File: src/rtl/gate_pkg.sv
package gate_pkg;

   typedef enum logic [2:0] {
      GS_IDLE,
      GS_TAU,
      GS_INF,
      GS_DER,
      GS_MAC
   } gate_state_e;

endpackage

File: src/rtl/gate_shift_divider.sv
module gate_shift_divider #(
   parameter int W    = 32,
   parameter int FRAC = 20
) (
   input  logic         clk,
   input  logic         rst_n,
   input  logic         go,
   input  logic [W-1:0] num,
   input  logic [W-1:0] den,
   output logic         busy,
   output logic         fin,
   output logic [W-1:0] quo,
   output logic         dz
);
   localparam int NB = W + FRAC;
   localparam int CW = $clog2(NB + 1);
   localparam logic [NB-1:0] POS_LIM = {{(FRAC + 1){1'b0}}, {(W - 1){1'b1}}};
   localparam logic [NB-1:0] NEG_LIM = POS_LIM + 1'b1;
   localparam logic [W-1:0]  WMAX    = {1'b0, {(W - 1){1'b1}}};
   localparam logic [W-1:0]  WMIN    = {1'b1, {(W - 1){1'b0}}};

   logic [NB-1:0] dvd_q;
   logic [W-1:0]  rem_q;
   logic [W-1:0]  dmag_q;
   logic          neg_q;
   logic [CW-1:0] cnt_q;
   logic          run_q;

   logic [W-1:0]  nmag;
   logic [W-1:0]  dmag;
   logic [W:0]    rem_sh;
   logic          fits;
   logic [W:0]    rem_nx;
   logic [NB-1:0] q_nx;

   assign nmag   = num[W-1] ? (~num + 1'b1) : num;
   assign dmag   = den[W-1] ? (~den + 1'b1) : den;
   assign rem_sh = {rem_q, dvd_q[NB-1]};
   assign fits   = rem_sh >= {1'b0, dmag_q};
   assign rem_nx = fits ? (rem_sh - {1'b0, dmag_q}) : rem_sh;
   assign q_nx   = {dvd_q[NB-2:0], fits};
   assign busy   = run_q;

   function automatic logic [W-1:0] pack_quo(input logic n, input logic [NB-1:0] m);
      logic [W-1:0] r;
      if (!n) begin
         r = (m > POS_LIM) ? WMAX : m[W-1:0];
      end else begin
         r = (m > NEG_LIM) ? WMIN : (~m[W-1:0] + 1'b1);
      end
      return r;
   endfunction

   always_ff @(posedge clk) begin
      if (!rst_n) begin
         dvd_q  <= '0;
         rem_q  <= '0;
         dmag_q <= '0;
         neg_q  <= 1'b0;
         cnt_q  <= '0;
         run_q  <= 1'b0;
         fin    <= 1'b0;
         quo    <= '0;
         dz     <= 1'b0;
      end else begin
         fin <= 1'b0;
         if (go && !run_q) begin
            if (den == '0) begin
               fin <= 1'b1;
               dz  <= 1'b1;
               quo <= '0;
            end else begin
               dvd_q  <= NB'(nmag) << FRAC;
               rem_q  <= '0;
               dmag_q <= dmag;
               neg_q  <= num[W-1] ^ den[W-1];
               cnt_q  <= CW'(NB);
               run_q  <= 1'b1;
               dz     <= 1'b0;
            end
         end else if (run_q) begin
            rem_q <= rem_nx[W-1:0];
            dvd_q <= q_nx;
            cnt_q <= cnt_q - 1'b1;
            if (cnt_q == CW'(1)) begin
               run_q <= 1'b0;
               fin   <= 1'b1;
               quo   <= pack_quo(neg_q, q_nx);
            end
         end
      end
   end

endmodule

File: src/rtl/gate_euler_mac.sv
module gate_euler_mac #(
   parameter int W           = 32,
   parameter int FRAC        = 20,
   parameter int DT_Q        = 10486,
   parameter bit RND_HALF_UP = 1'b1
) (
   input  logic [W-1:0] x_cur,
   input  logic [W-1:0] slope,
   output logic [W-1:0] x_next
);
   localparam int AW = 2 * W + 2;
   localparam logic signed [AW-1:0] STEP = AW'(DT_Q);
   localparam logic signed [AW-1:0] MAXE = {{(AW - W + 1){1'b0}}, {(W - 1){1'b1}}};
   localparam logic signed [AW-1:0] MINE = ~MAXE;

   logic signed [AW-1:0] x_ext;
   logic signed [AW-1:0] s_ext;
   logic signed [AW-1:0] acc;
   logic signed [AW-1:0] bias;
   logic signed [AW-1:0] shifted;

   assign x_ext = AW'($signed(x_cur));
   assign s_ext = AW'($signed(slope));

   generate
      if (RND_HALF_UP) begin : g_round
         assign bias = AW'(1) <<< (FRAC - 1);
      end else begin : g_trunc
         assign bias = '0;
      end
   endgenerate

   assign acc     = (x_ext <<< FRAC) + (s_ext * STEP) + bias;
   assign shifted = acc >>> FRAC;

   always_comb begin
      if (shifted > MAXE) begin
         x_next = MAXE[W-1:0];
      end else if (shifted < MINE) begin
         x_next = MINE[W-1:0];
      end else begin
         x_next = shifted[W-1:0];
      end
   end

endmodule

File: src/rtl/gate_euler_update.sv
module gate_euler_update
   import gate_pkg::*;
#(
   parameter int W           = 32,
   parameter int FRAC        = 20,
   parameter int DT_Q        = 10486,
   parameter bit RND_HALF_UP = 1'b1
) (
   input  logic         clk,
   input  logic         rst_n,
   input  logic         start,
   input  logic [W-1:0] alpha,
   input  logic [W-1:0] beta,
   input  logic [W-1:0] x_in,
   output logic [W-1:0] x_new,
   output logic [W-1:0] x_inf,
   output logic [W-1:0] tau,
   output logic         done,
   output logic         err
);
   localparam logic [W-1:0] ONE  = W'(1) << FRAC;
   localparam logic [W-1:0] WMAX = {1'b0, {(W - 1){1'b1}}};
   localparam logic [W-1:0] WMIN = {1'b1, {(W - 1){1'b0}}};

   generate
      if (FRAC < 1 || FRAC > W - 2) begin : g_bad_frac
         $error("gate_euler_update: FRAC must lie in 1..W-2");
      end
      if (DT_Q <= 0) begin : g_bad_step
         $error("gate_euler_update: DT_Q must be positive");
      end
      if (W < 8) begin : g_bad_width
         $error("gate_euler_update: W must be at least 8");
      end
   endgenerate

   gate_state_e  st_q;
   logic [W-1:0] a_q;
   logic [W-1:0] x_q;
   logic [W-1:0] s_q;
   logic [W-1:0] tau_q;
   logic [W-1:0] xinf_q;
   logic [W-1:0] der_q;
   logic         div_go;
   logic [W-1:0] div_num;
   logic [W-1:0] div_den;
   logic         div_busy;
   logic         div_fin;
   logic [W-1:0] div_quo;
   logic         div_dz;
   logic [W-1:0] mac_out;
   logic         busy_w;

   assign busy_w = (st_q != GS_IDLE);

   function automatic logic [W-1:0] sat_arith(input logic [W-1:0] p, input logic [W-1:0] q,
                                              input logic sub);
      logic signed [W:0] r;
      if (sub) r = $signed({p[W-1], p}) - $signed({q[W-1], q});
      else     r = $signed({p[W-1], p}) + $signed({q[W-1], q});
      if (r[W] != r[W-1]) return r[W] ? WMIN : WMAX;
      return r[W-1:0];
   endfunction

   gate_shift_divider #(
      .W   (W),
      .FRAC(FRAC)
   ) u_div (
      .clk  (clk),
      .rst_n(rst_n),
      .go   (div_go),
      .num  (div_num),
      .den  (div_den),
      .busy (div_busy),
      .fin  (div_fin),
      .quo  (div_quo),
      .dz   (div_dz)
   );

   gate_euler_mac #(
      .W          (W),
      .FRAC       (FRAC),
      .DT_Q       (DT_Q),
      .RND_HALF_UP(RND_HALF_UP)
   ) u_mac (
      .x_cur (x_q),
      .slope (der_q),
      .x_next(mac_out)
   );

   always_ff @(posedge clk) begin
      if (!rst_n) begin
         st_q    <= GS_IDLE;
         a_q     <= '0;
         x_q     <= '0;
         s_q     <= '0;
         tau_q   <= '0;
         xinf_q  <= '0;
         der_q   <= '0;
         div_go  <= 1'b0;
         div_num <= '0;
         div_den <= '0;
         x_new   <= '0;
         x_inf   <= '0;
         tau     <= '0;
         done    <= 1'b0;
         err     <= 1'b0;
      end else begin
         div_go <= 1'b0;
         done   <= 1'b0;
         unique case (st_q)
            GS_IDLE: begin
               if (start) begin
                  a_q     <= alpha;
                  x_q     <= x_in;
                  s_q     <= sat_arith(alpha, beta, 1'b0);
                  div_num <= ONE;
                  div_den <= sat_arith(alpha, beta, 1'b0);
                  div_go  <= 1'b1;
                  st_q    <= GS_TAU;
               end
            end
            GS_TAU: begin
               if (div_fin && div_dz) begin
                  x_new <= x_q;
                  x_inf <= '0;
                  tau   <= '0;
                  err   <= 1'b1;
                  done  <= 1'b1;
                  st_q  <= GS_IDLE;
               end else if (div_fin) begin
                  tau_q   <= div_quo;
                  div_num <= a_q;
                  div_den <= s_q;
                  div_go  <= 1'b1;
                  st_q    <= GS_INF;
               end
            end
            GS_INF: begin
               if (div_fin) begin
                  xinf_q  <= div_quo;
                  div_num <= sat_arith(div_quo, x_q, 1'b1);
                  div_den <= tau_q;
                  div_go  <= 1'b1;
                  st_q    <= GS_DER;
               end
            end
            GS_DER: begin
               if (div_fin && div_dz) begin
                  x_new <= x_q;
                  x_inf <= '0;
                  tau   <= '0;
                  err   <= 1'b1;
                  done  <= 1'b1;
                  st_q  <= GS_IDLE;
               end else if (div_fin) begin
                  der_q <= div_quo;
                  st_q  <= GS_MAC;
               end
            end
            GS_MAC: begin
               x_new <= mac_out;
               x_inf <= xinf_q;
               tau   <= tau_q;
               err   <= 1'b0;
               done  <= 1'b1;
               st_q  <= GS_IDLE;
            end
            default: st_q <= GS_IDLE;
         endcase
      end
   end

endmodule

File: config.mk
export PLATFORM = sky130hd
export DESIGN_NAME = gate_euler_update
export DESIGN_NICKNAME = d
export VERILOG_FILES = /design/src/rtl/gate_pkg.sv /design/src/rtl/gate_shift_divider.sv /design/src/rtl/gate_euler_mac.sv /design/src/rtl/gate_euler_update.sv
export SDC_FILE = /design/constraint.sdc
export NUM_CORES = 2
export LEC_CHECK = 0
export BUFFER_PORTS_ARGS = -buffer_cell sky130_fd_sc_hd__buf_2
export CELL_PAD_IN_SITES_DETAIL_PLACEMENT = 1
export CELL_PAD_IN_SITES_GLOBAL_PLACEMENT = 1
export CORE_AREA = 2 2 361 256
export DETAILED_ROUTE_END_ITERATION = 16
export DIE_AREA = 0 0 363 258
export GPL_TIMING_DRIVEN = 1
export PLACE_DENSITY = 0.85
export SLEW_MARGIN = 20
export SYNTH_ARGS = -nofsm -noshare
export SYNTH_HDL_FRONTEND = slang
export SYNTH_HIERARCHICAL = 1
export SYNTH_SLANG_ARGS = --single-unit
export TNS_END_PERCENT = 30
File: constraint.sdc
create_clock -name clk -period 8.5 [get_ports clk]
set_clock_uncertainty 0.15 [all_clocks]
set_input_delay 1.7 -clock clk [delete_from_list [all_inputs] [get_ports clk]]
set_output_delay 1.7 -clock clk [all_outputs]
set_load 0.1 [all_outputs]
==> flow_summary.toml <==
[outcome]
status = "finished, violations left"
failed_checks = "negative setup slack"

[floorplan]
start_util = 0.4250
io_pins = 197
fp.dieW_um = 363
coreArea_um2 = 90650
placement_rows = 93
die_y_um = 258
die-area_um2 = 93650

[route]
dr.first_iter.drc_count = 3669
drt_first_pass_iters = 7
wirelength_um = 144800
wl_per_cell_um = 23.18
num_vias = 37290
vias_per_cell = 5.967
drc = 0
final_antenna_net_count = 0

[yosys]
synth_warnings = 6
synth_area_per_cell_um2 = 8.090
async_reset_ff_frac = 0
synth_edf_count = 0
synth_area_um2 = 38530
synth-main-ff-cell = "dfxtp_1"
ys_ff_latch = 516
synth_cell_type_count = 102
ys_seq_area_frac = 0.2681
synthCells = 4762
syn_nets = 5347

[grt]
antenna_found_initial = 4
grt_overflow = 0
grt_pass1_vias = 37600
grt_max_degree = 108
grt_use_total = 0.2958
grt_pass1_wl_um = 219600

[clocking]
clockBufferDepth = 3
cts_sinks = 516
insertion_delay_ns = 0.67
htreeDepth = 2
cts_tree = "done"
cts_root_buf = "clkbuf_16"
clkTransAtPathRegs_ns = 0.07
cts_buffers = 55

[worst_setup_path]
worst_setup_path_end_kind = "flip-flop"
worstPathRequired_ns = 8.87
path_delay_family = "adder cells"
critPathLaunchType = "flip-flop"
cp.arrival_ns = 9.11
cp_common_cell = "fa_1"
crit_buf_inv = 6
crit_type = "reg -> reg"
slowest_delay_ns = 0.58
cpMaxStageDelayCell = "fa_1"
crit_fanout = 11

[placement]
hpwl_um = 103800
gp_congestion = 0.9415
place_ws_ns = -0.6804
dp_cells = 6127
place.port_buffers = 196
postPlaceCellArea_um2 = 41860

[layout]
area_growth_pct = 16.18
design_area_um2 = 44760
largest_reg_flops = 52
final_nets = 5607
final_common_cell = "nand2_1"
layoutNonFillerInstCount = 6249
largest-register = "u_div/dvd_q"
antenna_cells = 0
mostFrequentLayoutCells = "nand2_1 (598), inv_1 (552), dfxtp_1 (489)"
num-fill-cells = 10840
final_layout_size_suffix_gt1_frac = 0.1470
finish.utilization = 0.4938

[power]
power_w = 0.007886
irDropWorstVdd_mv = 0.1831
leakage_nw = 20.01
sw_frac_of_total = 0.3717
p_sw_w = 0.002931
internal_power_w = 0.004955
pwr-share-clk = 0.323
p_per_area_nw_per_um2 = 176.2
combinationalPowerShare = 0.334
power_frac_seq = 0.343

[sta]
period_needed_ns = 8.735
fmax_ghz = 0.1145
layout_setup_ws_ns = -0.2352
setup_viol_count_final = 30
final_max_slew_viol_count = 0
final-hold-violation-count = 0
tightest_slew_ns = 1.115
slew_headroom = 0.2510
rsz0062_at_grt = "true"
period_share = 1.028

[hold_path]
hold_class = "reg -> reg"

[run]
max-cap-violations = 0
-- metal layers --
| metal | vias up | GRT usage | part of all wire |
|---|---|---|---|
| li1 | 16820 | - | - |
| met2 | 1480 | 0.4580 | 0.44 |
| met3 | 360 | 0.05675 | 0.077 |
| met1 | 18620 | 0.4088 | 0.44 |
| met5 | - | 0 | 0.00017 |
| met4 | 4 | 0.1082 | 0.041 |
-- final cells by class --
| cell class | instances | area (µm²) | area share |
|---|---|---|---|
| Clock buffer | 78 | 1583 | 0.03536 |
| Clock inverter | 19 | 292.8 | 0.006541 |
| Inverter | 563 | 2120 | 0.04736 |
| Multi-Input combinational cell | 3424 | 25810 | 0.5768 |
| Sequential cell | 516 | 10400 | 0.2324 |
| Tap cell | 1187 | 1485 | 0.03318 |
| Timing Repair Buffer | 462 | 3059 | 0.06835 |
-- synth_stat cells, drive strengths merged (84+ instances only) --
master | count | share of area
a211oi | 84 | 0.017
a21boi | 198 | 0.039
a21o | 101 | 0.020
a21oi | 316 | 0.042
a22oi | 129 | 0.025
clkbuf | 213 | 0.021
dfxtp | 516 | 0.27
fa | 188 | 0.098
ha | 298 | 0.097
inv | 562 | 0.055
nand2 | 601 | 0.059
nor2 | 293 | 0.029
nor2b | 89 | 0.014
o21ai | 215 | 0.028
xnor2 | 122 | 0.028
xor2 | 106 | 0.024
-- worst min-delay path, stage by stage (launching register included) --
cell	delay, ns
dfxtp_1	0.31
nand2_1	0.05
a21boi_1	0.05
-- per-stage QoR --
stage	setup TNS [ns]	hold WS, ns
after CTS	-1.749	0.3161
after global placement	-7.801	0.3023
after detailed placement	-19.30	0.3072
after floorplan	0	0.2883
after global routing	-14.17	0.3274
final	-6.010	0.3088
-- what timing repair did --
| action | in CTS | in global routing |
|---|---|---|
| cloned | 1 | 0 |
| setup endpoints to repair | 32 | 32 |
| pin swaps | 34 | 52 |
| hold buffers | 0 | 0 |
| hold endpoints to repair | 0 | 0 |
| setup buffers | 18 | 5 |
| resized for setup | 101 | 79 |
-- power groups by stage --
stage               Sequential [W]  Combinational, W  Clock [W]
finish                     0.00270           0.00263    0.00255
global route               0.00271           0.00286    0.00268
CTS                        0.00270           0.00256    0.00257
detailed placement         0.00275           0.00253          0
global placement           0.00274           0.00243          0
floorplan                  0.00268           0.00190          0
-- kinds of logic after synthesis --
kind of cell,synth area share
adders and majority gates,0.1945
and+or+nand+nor,0.1595
xor gates and xnor gates,0.05183
muxes,0.004742
buffers and inverters,0.08262
AOI/OAI and AO/OA,0.2387
DFF,0.2681
-- path summary, 6_finish.rpt --
| path | start | cells past startpoint | slack [ns] | endpoint |
|---|---|---|---|---|
| setup / recovery | der_q[22] | 34 | -0.24 | x_new[1] |
| hold / removal | x_new[18] | 2 | 0.31 | x_new[18] |
| hold reg to reg | x_new[18] | 2 | 0.31 | x_new[18] |
| setup reg to reg | der_q[22] | 34 | -0.24 | x_new[1] |
Note: power is estimated with default switching activity, not from simulation.
